<file path="config.mk">
export PLATFORM = sky130hd
export DESIGN_NAME = cesync_gen
export DESIGN_NICKNAME = d
export VERILOG_FILES = /design/src/rtl/cesync_pkg.sv /design/src/rtl/cesync_cfg_track.sv /design/src/rtl/cesync_phase_ctr.sv /design/src/rtl/cesync_pulse_shaper.sv /design/src/rtl/cesync_gen.sv
export SDC_FILE = /design/constraint.sdc
export NUM_CORES = 1
export LEC_CHECK = 0
export ABC_AREA = 0
export ABC_CLOCK_PERIOD_IN_PS = 7500
export CAP_MARGIN = 10
export CORE_MARGIN = 2
export CORE_UTILIZATION = 60
export CTS_CLUSTER_DIAMETER = 200
export CTS_CLUSTER_SIZE = 30
export DETAILED_ROUTE_END_ITERATION = 8
export GPL_ROUTABILITY_DRIVEN = 0
export PLACE_DENSITY = 0.88
export SETUP_SLACK_MARGIN = 0.3
export SYNTH_ARGS = -nofsm -noshare
export SYNTH_HDL_FRONTEND = slang
export SYNTH_SLANG_ARGS = --single-unit
</file>
<file path="constraint.sdc">
create_clock -name clk -period 7.5 [get_ports clk]
set_input_delay 1.125 -clock clk [delete_from_list [all_inputs] [get_ports clk]]
set_output_delay 1.125 -clock clk [all_outputs]
set_load 0.01 [all_outputs]
</file>
<file path="src/rtl/cesync_pkg.sv">
package cesync_pkg;
  // default width of a division ratio field
  localparam int RATIO_W_DEF = 5;
  // smallest ratio the dividers accept; lower codes are raised to it
  localparam int MIN_RATIO   = 2;
endpackage

</file>
<file path="src/rtl/cesync_cfg_track.sv">
module cesync_cfg_track #(
  parameter int RW   = 5,
  parameter int MINR = 2
) (
  input  logic          clk,
  input  logic          rst,
  input  logic [RW-1:0] ratio_a,
  input  logic [RW-1:0] ratio_c,
  output logic [RW-1:0] cfg_a,
  output logic [RW-1:0] cfg_c,
  output logic [RW-1:0] fast_per,
  output logic [RW-1:0] init_a,
  output logic [RW-1:0] init_c,
  output logic          equal_mode,
  output logic          restart
);
  localparam logic [RW-1:0] FLOOR = RW'(MINR);

  logic [RW-1:0] cl_a, cl_c, new_min;
  logic [RW:0]   ahead;

  // raise out-of-range ratios to the floor
  assign cl_a    = (ratio_a < FLOOR) ? FLOOR : ratio_a;
  assign cl_c    = (ratio_c < FLOOR) ? FLOOR : ratio_c;
  assign new_min = (cl_a < cl_c) ? cl_a : cl_c;

  // look-ahead phase at t=0 is (P+1) mod ratio; P+1 never reaches twice a ratio
  assign ahead  = {1'b0, new_min} + {{RW{1'b0}}, 1'b1};
  assign init_a = (ahead >= {1'b0, cl_a}) ? RW'(ahead - {1'b0, cl_a}) : ahead[RW-1:0];
  assign init_c = (ahead >= {1'b0, cl_c}) ? RW'(ahead - {1'b0, cl_c}) : ahead[RW-1:0];

  assign restart = rst || (cl_a != cfg_a) || (cl_c != cfg_c);

  always_ff @(posedge clk) begin
    if (restart) begin
      cfg_a <= cl_a;
      cfg_c <= cl_c;
    end
  end

  assign fast_per   = (cfg_a < cfg_c) ? cfg_a : cfg_c;
  assign equal_mode = (cfg_a == cfg_c);


  cfg_floor_chk: assert property (@(posedge clk) disable iff (rst)
    (cfg_a >= FLOOR) && (cfg_c >= FLOOR));
endmodule

</file>
<file path="src/rtl/cesync_phase_ctr.sv">
module cesync_phase_ctr #(
  parameter int RW = 5
) (
  input  logic          clk,
  input  logic          rst,
  input  logic          restart,
  input  logic [RW-1:0] init,
  input  logic [RW-1:0] modulus,
  output logic [RW-1:0] phase,
  output logic          at_zero
);
  localparam logic [RW-1:0] ONE = RW'(1);

  always_ff @(posedge clk) begin
    if (restart)
      phase <= init;
    else if (phase == modulus - ONE)
      phase <= '0;
    else
      phase <= phase + ONE;
  end

  assign at_zero = (phase == '0);


  phase_range_chk: assert property (@(posedge clk) disable iff (rst)
    !restart |-> (phase < modulus));
endmodule

</file>
<file path="src/rtl/cesync_pulse_shaper.sv">
module cesync_pulse_shaper #(
  parameter int RW = 5
) (
  input  logic          clk,
  input  logic          rst,
  input  logic          restart,
  input  logic          hit,
  input  logic          equal_mode,
  input  logic [RW-1:0] fast_per,
  output logic          sync_n
);
  localparam logic [RW-1:0] ONE = RW'(1);

  logic [RW-1:0] wleft;
  logic          parity;
  logic          fire;

  // with equal ratios every shared edge is a hit; only every second one opens a pulse
  assign fire = hit && (!equal_mode || !parity);

  always_ff @(posedge clk) begin
    if (restart) begin
      sync_n <= 1'b1;
      wleft  <= '0;
      parity <= 1'b0;
    end else begin
      if (hit && equal_mode)
        parity <= !parity;
      if (fire) begin
        sync_n <= 1'b0;
        wleft  <= fast_per - ONE;
      end else if (wleft != '0) begin
        sync_n <= 1'b0;
        wleft  <= wleft - ONE;
      end else begin
        sync_n <= 1'b1;
      end
    end
  end

  // checker: length of the current low run
  logic [RW:0] lowcnt;
  always_ff @(posedge clk) begin
    if (restart)
      lowcnt <= '0;
    else if (!sync_n)
      lowcnt <= lowcnt + 1'b1;
    else
      lowcnt <= '0;
  end


  restart_release_chk: assert property (@(posedge clk)
    restart |=> sync_n);


  fire_idle_chk: assert property (@(posedge clk) disable iff (rst)
    fire |-> (sync_n && (wleft == '0)));


  pulse_len_chk: assert property (@(posedge clk) disable iff (rst)
    ($rose(sync_n) && !$past(restart)) |-> (lowcnt == {1'b0, fast_per}));
endmodule

</file>
<file path="src/rtl/cesync_gen.sv">
module cesync_gen #(
  parameter int RATIO_W = cesync_pkg::RATIO_W_DEF
) (
  input  logic               clk,
  input  logic               rst,
  input  logic [RATIO_W-1:0] ratio_a,
  input  logic [RATIO_W-1:0] ratio_c,
  output logic               sync_n
);
  localparam int NBANK = 2;

  logic [RATIO_W-1:0] cfg_a, cfg_c, fast_per, init_a, init_c;
  logic               equal_mode, restart;
  logic [RATIO_W-1:0] mod_v  [NBANK];
  logic [RATIO_W-1:0] init_v [NBANK];
  logic [RATIO_W-1:0] ph_v   [NBANK];
  logic [NBANK-1:0]   zero_v;
  logic               hit;

  cesync_cfg_track #(.RW(RATIO_W), .MINR(cesync_pkg::MIN_RATIO)) u_cfg (
    .clk        (clk),
    .rst        (rst),
    .ratio_a    (ratio_a),
    .ratio_c    (ratio_c),
    .cfg_a      (cfg_a),
    .cfg_c      (cfg_c),
    .fast_per   (fast_per),
    .init_a     (init_a),
    .init_c     (init_c),
    .equal_mode (equal_mode),
    .restart    (restart)
  );

  assign mod_v[0]  = cfg_a;
  assign mod_v[1]  = cfg_c;
  assign init_v[0] = init_a;
  assign init_v[1] = init_c;

  for (genvar b = 0; b < NBANK; b++) begin : g_bank
    cesync_phase_ctr #(.RW(RATIO_W)) u_ph (
      .clk     (clk),
      .rst     (rst),
      .restart (restart),
      .init    (init_v[b]),
      .modulus (mod_v[b]),
      .phase   (ph_v[b]),
      .at_zero (zero_v[b])
    );
  end

  assign hit = &zero_v;

  cesync_pulse_shaper #(.RW(RATIO_W)) u_shape (
    .clk        (clk),
    .rst        (rst),
    .restart    (restart),
    .hit        (hit),
    .equal_mode (equal_mode),
    .fast_per   (fast_per),
    .sync_n     (sync_n)
  );
endmodule

</file>
Yosys cells after proc, flatten, opt, wreduce, memory -nomap -nowiden
Index checks and enable logic that the tools add are counted. Widths: inputs -> output; s select.

Output and inout bits: 1. Logic and storage cells: 53. Input port bits: 12. Register bits: 27.

$lt $le $gt $ge: 6. Mux-type cells: 14. Reduce and logical (&&, ||, !) cells: 12. Eq/ne operators: 5. $add $sub $neg: 9.

Operators with widths (count): $mux 5 (12); $sub 5x1->5 const B (4); $eq 5x5->1 (3); $ge 6x5->1 (2); $add 5x1->5 const B (2); $logic_not 5->1 (2); $lt 5x2->1 const B (2); $lt 5x5->1 (2); $ne 5x5->1 (2); $sub 5x5->5 (2); $add 5x1->6 const B (1); $reduce_bool 5->1 (1); $logic_or 1x1->1 (3); $logic_and 1x1->1 (2); $logic_not 1->1 (2); $mux 1 (2); $reduce_and 2->1 (1); $reduce_bool 2->1 (1).

Logic depth before layout (Yosys ltp)
Gate-level depths: netlist (run 1).

Depth in word-level cells: 8. Gate-level depth with buffers: 20. Mapped depth without buffers: 19.

Modules after synthesis
From an unflattened synthesis (run 1), not the netlist that was laid out.

Cell total of the unflattened synthesis: 296. Area, all modules: 2703.8 um^2.

Modules (own cells, without submodules): cesync_cfg_track (times used 1, sequential area each 300.3 um^2, area an instance 1532.7 um^2, cells each 168); cesync_phase_ctr (times used 2, sequential area each 100.1 um^2, area an instance 370.4 um^2, cells each 43); cesync_pulse_shaper (times used 1, sequential area each 140.1 um^2, area an instance 424.2 um^2, cells each 41); cesync_gen (times used 1, sequential area each 0.0 um^2, area an instance 6.3 um^2, cells each 1).

Least setup slack after synthesis (run 1)
OpenSTA, ideal clock, no wires.

Kind: input to register. Start: input ratio_a[2]. End: register g_bank[0].u_ph.phase[0]. Required time: 7425 ps. Slack: 2320 ps. Buffers on the path: 1. Setup time: 75 ps. Data arrival time: 5105 ps. Stages on the path: 19. Path through: buf_2 inv_1 a31oi_1 inv_1 ha_1 a211oi_1 o21ai_0 o21ai_1 inv_1 ha_1 xnor2_1 ha_1 nor2b_1 o21ai_0 nand3b_1 a21oi_1 o21ai_4 mux2_1 o22ai_1.

Longest elaborated chain between the ends: 8. Elaborated cells between the ends (all ways): 12. Classes of those cells: 2 x add/sub; 3 x order compare; 1 x eq/ne; 4 x mux; 2 x reduce/logical.

Ends and longest elaborated chain: from (decl) (line cesync_gen.sv:6) `input logic [RATIO_W-1:0] ratio_a,`; $lt 5x2->1 * (line cesync_cfg_track.sv:23) `assign cl_a = (ratio_a < FLOOR) ? FLOOR : ratio_a;`; $mux 5 * (line cesync_cfg_track.sv:23); via u_cfg.cl_a[1] (line cesync_cfg_track.sv:19) `logic [RW-1:0] cl_a, cl_c, new_min;`; $lt 5x5->1 (line cesync_cfg_track.sv:25) `assign new_min = (cl_a < cl_c) ? cl_a : cl_c;`; $mux 5 (line cesync_cfg_track.sv:25); $add 5x1->6 (line cesync_cfg_track.sv:28) `assign ahead = {1'b0, new_min} + {{RW{1'b0}}, 1'b1};`; $sub 5x5->5 or $ge 6x5->1 (tied branches) (line cesync_cfg_track.sv:29) `assign init_a = (ahead >= {1'b0, cl_a}) ? RW'(ahead - {1'b0, cl_a}) : ahead[RW-1:0];`; $mux 5 (line cesync_cfg_track.sv:29); $mux 5 * (line cesync_phase_ctr.sv:15) `if (restart)`; to (signal assigned) (line cesync_phase_ctr.sv:16) `phase <= init;`; to (signal assigned) (line cesync_phase_ctr.sv:20) `phase <= phase + ONE;`; to (decl) (line cesync_phase_ctr.sv:9) `output logic [RW-1:0] phase,`.

Mark *: on every way through the listed nets, which the timed path passes. The rest lies on a longest branch. A chain may end at the register's enable or synchronous reset.

Worst setup path after layout (run 1)
Start: input ratio_a[2]. End: register g_bank[1].u_ph.phase[0].

Longest elaborated chain between the ends: 8. Elaborated cells between the ends (all ways): 12. Classes of those cells: 2 x add/sub; 3 x order compare; 1 x eq/ne; 4 x mux; 2 x reduce/logical.

Ends and longest elaborated chain: $lt 5x2->1 * (line cesync_cfg_track.sv:23); $mux 5 * (line cesync_cfg_track.sv:23); via u_cfg.cl_a[1] (line cesync_cfg_track.sv:19); $lt 5x5->1 (line cesync_cfg_track.sv:25); $mux 5 (line cesync_cfg_track.sv:25); $add 5x1->6 (line cesync_cfg_track.sv:28); $sub 5x5->5 or $ge 6x5->1 (tied branches) (line cesync_cfg_track.sv:30) `assign init_c = (ahead >= {1'b0, cl_c}) ? RW'(ahead - {1'b0, cl_c}) : ahead[RW-1:0];`; $mux 5 (line cesync_cfg_track.sv:30); $mux 5 * (line cesync_phase_ctr.sv:15); to (signal assigned) (line cesync_phase_ctr.sv:16); to (signal assigned) (line cesync_phase_ctr.sv:20); to (decl) (line cesync_phase_ctr.sv:9).

Marks and branches as above.

==> results.yml, run 1 <==
clock_network:
  cts_buffers: 3
  cts_tree: "done"
  htreeDepth: 1
  cts.clk_slew.worst_paths_ps: 100
  clock_path_buffers: 2
  clock_sinks: 27
  ctsHoldBuffers: 0
  cts_setup_buffers: 0
  root_buffer: "clkbuf_8"
  cts_resized: 0
  worstSkewPairLatency_ps: 290
flow_run:
  maxCapViolations: 0
setup_path:
  slowest_delay_ps: 760
  worst-setup-path-type: "input pin to flip-flop"
  critPathArrivalTime_ps: 6590
  worstSetupEndpointType: "flip-flop"
  startpoint_type: "input pin"
  crit_path_top_delay_cell: "clkdlybuf4s50_1"
  path_cells: "clkdlybuf4s50_1, inv_1, a31oi_1, inv_1, ha_1, a211oi_1, o21ai_0, o21ai_1, inv_1, ha_1, xnor2_1, ha_1, nor2b_1, o21ai_0, nand3b_1, a21oi_1, o21ai_4, mux2_1, o22ai_1"
  crit_fanout: 9
  cp.required_ps: 7720
global_route:
  track_usage_pct: 27.28
  grt_pass1_wl_mm: 9.584
  grt_max_degree: 16
  antenna_found_initial: 0
  grt_pass1_vias: 2096
  overflow: 0
power_and_ir_drop:
  power.net_switching_w: 0.0002453
  pwr-share-comb_pct: 48.4
  p_clk_share_pct: 14.5
  power_frac_seq_pct: 37.1
  leakage_nw: 1.119
  internal-power_w: 0.0003621
  vdd_ir_drop_max_uv: 115.5
  switching_share_pct: 40.39
  power_density_nw_per_um2: 226.6
timing:
  setup_viol: 0
  fmax_ghz: 0.1570
  finalSetupTns_ps: 0
  fin_crit_sh_pct: 84.91
  hold_viol_final: 0
  period_minus_slack_ps: 6368
  rsz0062_at_grt: "false"
  worst_slew_pin_slew_ps: 633.5
  drv_slew: 0
  relSlewSlack_pct: 57.57
  timing.final.ws_setup_ps: 1132
  finClkSkew_ps: 6.637
synthesis:
  synthFlopType: "dfxtp_1"
  synth_edf_count: 10
  yosys_warnings: 0
  synthDistinctLibCells: 55
  synth_top_cell_by_area: "dfxtp_1"
  synth_area_per_cell_um2: 8.918
  synth_most_common_cell: "xnor2_1"
  synth.area.top_cells: "dfxtp_1 (14%), ha_1 (13%), edfxtp_1 (12%), xnor2_1 (11%), inv_1 (4.3%)"
  synth_nets: 323
  ys_seq_area_share_pct: 25.47
  ys_top_cells_by_count: "xnor2_1 (31), inv_1 (29), ha_1 (27)"
  synthCells: 282
  syn_area_um2: 2515
  ys_ff_latch: 27
  synthArstFlopShare_pct: 0
  synth_top_cell_area_share_pct: 13.53
routing:
  drc: 0
  postRouteAntennaNets: 0
  routedWlPerCell_um: 17.39
  first_iter_violations: 181
  first_pass_iters: 5
  via_count: 2084
  wl_mm: 5.844
  routed_via_density: 6.202
cells_and_area:
  post-route-util_pct: 66.52
  layout.nets: 328
  area_growth_pct: 6.567
  antenna_cells: 0
  drive_gt1_share_pct: 5.594
  nFillCells: 309
placement:
  detailed_place_hpwl_mm: 4.621
  io_buffers: 12
  dp_slack_ps: 962.7
floorplanning:
  rows: 23
  pin_count: 13
  die_h_um: 68.74
  core_um2: 4029
  initial_core_util_pct: 62.42
  dieArea_um2: 4725
  die_x_um: 68.74
status:
  outcome: "complete, no violations"
min_path:
  hold_class: "flip-flop to flip-flop"
[state kept, by name, summed over array words and instances, names as in the netlist]
| register | flops |
|---|---|
| u_shape.parity | 1 |
| u_cfg.cfg_a | 5 |
| u_shape.sync_n | 1 |
| u_shape.wleft | 5 |
| u_cfg.cfg_c | 5 |
| g_bank.u_ph.phase | 10 |
[through the flow]
stage	cells	hold slack, ps	instance area (um^2)	power (W)
after floorplan	282	478.7	2515	0.0004505
after global placement	332	514.5	2634	0.0005013
after detailed placement	332	525.7	2634	0.0005148
after CTS	336	529.7	2680	0.0006020
after global routing	336	555.4	2680	0.0006490
final	336	530.8	2680	0.0006074
[layout make-up]
class	instances	area (um^2)	area share [%]
multi-input combinational	212	1690	63.07
clock inverter	1	5.005	0.1867
tap	50	62.56	2.334
sequential	27	640.6	23.90
clock buffer	3	41.29	1.541
inverter	30	112.6	4.202
timing repair buffer	13	127.6	4.762
[layer usage]
layer  track usage, %  vias up  routed length, um
li1                 -     1024                  -
met1            32.23      970               2494
met2            49.40       75               2880
met3            3.571       15                342
met4            11.27        0                126
met5                0        -                  0
[worst max-delay path: cells and delay by family]
| family | cells | cell delay, ps |
|---|---|---|
| simple gates | 2 | 260 |
| xor+xnor | 1 | 380 |
| fa+ha+maj | 3 | 850 |
| mux | 1 | 350 |
| buf+inv | 4 | 1240 |
| compound gates | 8 | 2370 |
[cells in the final DEF, fill, tap and decap left out, types with 4 or more instances in the layout]
master           instances
mux2i_1                  9
inv_1                   29
dfxtp_1                 17
a31oi_1                  4
xnor2_1                 31
nand4_1                  9
a21oi_1                 18
clkdlybuf4s50_1         12
nor2_1                   9
nor2b_1                  4
o22ai_1                  7
o21ai_0                 14
nand3_1                 12
edfxtp_1                10
xor2_1                  10
nand2_1                 13
ha_1                    27
a21o_1                   4
[power by group through the flow]
stage | registers, W | clock network [W] | logic (W)
global placement | 0.000226 | 0 | 0.000275
finish | 0.000225 | 0.0000881 | 0.000294
detailed placement | 0.000227 | 0 | 0.000288
global route | 0.000229 | 0.0000928 | 0.000327
CTS | 0.000224 | 0.0000862 | 0.000292
floorplan | 0.000212 | 0 | 0.000239
[path summary, 6_finish.rpt]
check | startpoint | to | slack [ps] | cells past startpoint
setup / recovery | ratio_a[2] | g_bank[1].u_ph.phase[0] | 1130 | 19
hold / removal | u_shape.wleft[4] | u_shape.sync_n | 530 | 1
setup reg to reg | g_bank[0].u_ph.phase[0] | u_shape.wleft[4] | 4910 | 11
hold reg to reg | u_shape.wleft[4] | u_shape.sync_n | 530 | 1
[kinds of logic after synthesis]
logic type                 after synthesis  share of synthesized area [%]
buffers and inverters                   43                          7.313
and+or+nand+nor                         64                          14.13
DFF                                     27                          25.47
AOI/OAI and AO/OA                       66                          18.71
adders and majority gates               29                          15.02
muxes                                   12                          5.075
xor gates and xnor gates                41                          14.28
No activity file was read; power rests on OpenSTA's default activity.
==> inputs of run 2 (changes only) <==
ABC_CLOCK_PERIOD_IN_PS = 6200   (was 7500)
clock period = 6.2 ns   (was 7.5 ns; I/O delays follow)
==> run 2 against run 1 <==
Non-clock buffer count grew 5; hold slack lost 1.9 ps; cell area grew 2.1%; flip-flop and latch count is the same; sequential power grew 21%; register-to-register slack lost 1300 ps; wire length grew 0.24%; clock-buffer cell count grew 1; critical path depth is the same; global-route usage shrank 0.35 points.
==> results.yml, run 2 (synthesized netlist as in run 1, its figures left out) <==
status:
  outcome: "complete, no violations"
routing:
  routed_via_density: 6.267
  routedWlPerCell_um: 17.18
  drc: 0
  wl_mm: 5.858
  first_pass_iters: 4
  via_count: 2137
  postRouteAntennaNets: 0
  first_iter_violations: 111
cells_and_area:
  drive_gt1_share_pct: 7.560
  final_cell_mix: "xnor2_1 (30), inv_1 (29), ha_1 (27)"
  area_growth_pct: 8.756
  fin_area_um2: 2735
  antenna_cells: 0
  top_register: "g_bank.u_ph.phase"
  nFillCells: 321
  largest_reg_flops: 10
  final_common_cell: "xnor2_1"
  layout.nets: 333
floorplanning:
  initial_core_util_pct: 62.42
  die_x_um: 68.74
  dieArea_um2: 4725
  die_h_um: 68.74
  core_um2: 4029
  pin_count: 13
  rows: 23
timing:
  finClkSkew_ps: 9.356
  fmax_ghz: 0.1845
  fin_crit_sh_pct: 87.43
  holdWs_ps: 528.9
  relSlewSlack_pct: 60.42
  hold_viol_final: 0
  drv_slew: 0
  finalSetupTns_ps: 0
  setup_viol: 0
  worst_slew_pin_slew_ps: 593.1
  period_minus_slack_ps: 5420
  rsz0062_at_grt: "false"
min_path:
  whs_endpoint: "u_shape.sync_n"
  hp-start: "u_shape.wleft[4]"
  whs_path_depth: 1
  hold_class: "flip-flop to flip-flop"
clock_network:
  clock_sinks: 27
  cts_setup_buffers: 0
  root_buffer: "clkbuf_8"
  cts_tree: "done"
  htreeDepth: 1
  worstSkewPairLatency_ps: 280
  cts_resized: 0
  clock_path_buffers: 2
  ctsHoldBuffers: 0
  cts.clk_slew.worst_paths_ps: 100
  cts_buffers: 3
setup_path:
  worst-setup-path-type: "input pin to flip-flop"
  rrSetupSlack_ps: 3640
  reg2regPathDepth: 10
  r2r-end: "u_shape.wleft[4]"
  cp.required_ps: 6410
  critPathArrivalTime_ps: 5640
  startpoint_type: "input pin"
  r2r-start: "u_cfg.cfg_a[4]"
  crit_fanout: 6
  worstSetupEndpointType: "flip-flop"
global_route:
  grt_pass1_vias: 2094
  grt_max_degree: 16
  track_usage_pct: 26.93
  grt_pass1_wl_mm: 9.404
  antenna_found_initial: 0
  overflow: 0
placement:
  place_area_um2: 2671
  io_buffers: 12
  detailed_place_hpwl_mm: 4.547
flow_run:
  maxCapViolations: 0
power_and_ir_drop:
  vdd_ir_drop_max_uv: 143.0
  p_total_w: 0.0007328
  leakage_nw: 1.164
  power_density_nw_per_um2: 267.9
[run 2: cell types whose count changed in the layout (fill, tap and decap cells not counted)]
cell	before	now
xnor2_1	31	30
buf_4	1	6
dlymetal6s2s_1	0	2
xnor2_2	0	1
clkdlybuf4s50_1	12	10
clkinv_2	1	0
clkbuf_1	0	1
a31oi_2	0	1
a31oi_1	4	3
[run 2: how the worst max path moves through the flow]
stage | start | endpoint | slack [ps] | depth (start not counted)
after floorplan | ratio_a[2] | g_bank[0].u_ph.phase[0] | 1220 | 19
after global placement | ratio_a[2] | g_bank[0].u_ph.phase[0] | 560 | 19
after detailed placement | ratio_a[2] | g_bank[1].u_ph.phase[0] | 180 | 19
after CTS | ratio_a[2] | g_bank[1].u_ph.phase[0] | 460 | 19
after global routing | ratio_a[4] | g_bank[1].u_ph.phase[0] | 430 | 19
final | ratio_c[3] | g_bank[1].u_ph.phase[0] | 780 | 19
[run 2: power breakdown]
| part | internal [W] | total, W | switching (W) |
|---|---|---|---|
| Combinational | 0.000178 | 0.000357 | 0.000178 |
| Clock | 0.0000462 | 0.000104 | 0.0000577 |
| Sequential | 0.000219 | 0.000272 | 0.0000530 |
| Total | 0.000444 | 0.000733 | 0.000289 |
[run 2: metrics by stage]
stage               cells  util (%)  worst slack (ps)
floorplan             282         -              1215
global placement      337     66.30             556.5
detailed placement    337     66.30             179.3
CTS                   341     67.42             463.2
global route          341     67.89             430.2
finish                341     67.89             779.5
[run 2: per-layer routing]
layer | track usage (%) | wire (um) | up-vias
li1 | - | - | 1028
met1 | 32.49 | 2444 | 1006
met2 | 48.80 | 2833 | 83
met3 | 2.110 | 366 | 20
met4 | 11.52 | 214 | 0
met5 | 0 | 0 | -
[run 2: layout make-up]
type	count	area (um^2)	area share [%]
multi-input combinational	212	1704	62.31
sequential	27	640.6	23.42
timing repair buffer	18	170.2	6.221
inverter	30	112.6	4.117
tap	50	62.56	2.287
clock buffer	4	45.04	1.647
[run 2: worst max-delay path, stage by stage]
cell and delay (ps):
clkdlybuf4s50_1 570, inv_1 250, a31oi_1 110, buf_4 170
ha_1 200, a211oi_1 370, o21ai_0 310, o21ai_1 280
inv_1 150, ha_1 270, xnor2_2 290, ha_1 340
nor2b_1 150, o21ai_0 210, nand3b_1 120, a21oi_1 290
o21ai_4 140, mux2_1 350, o22ai_1 130
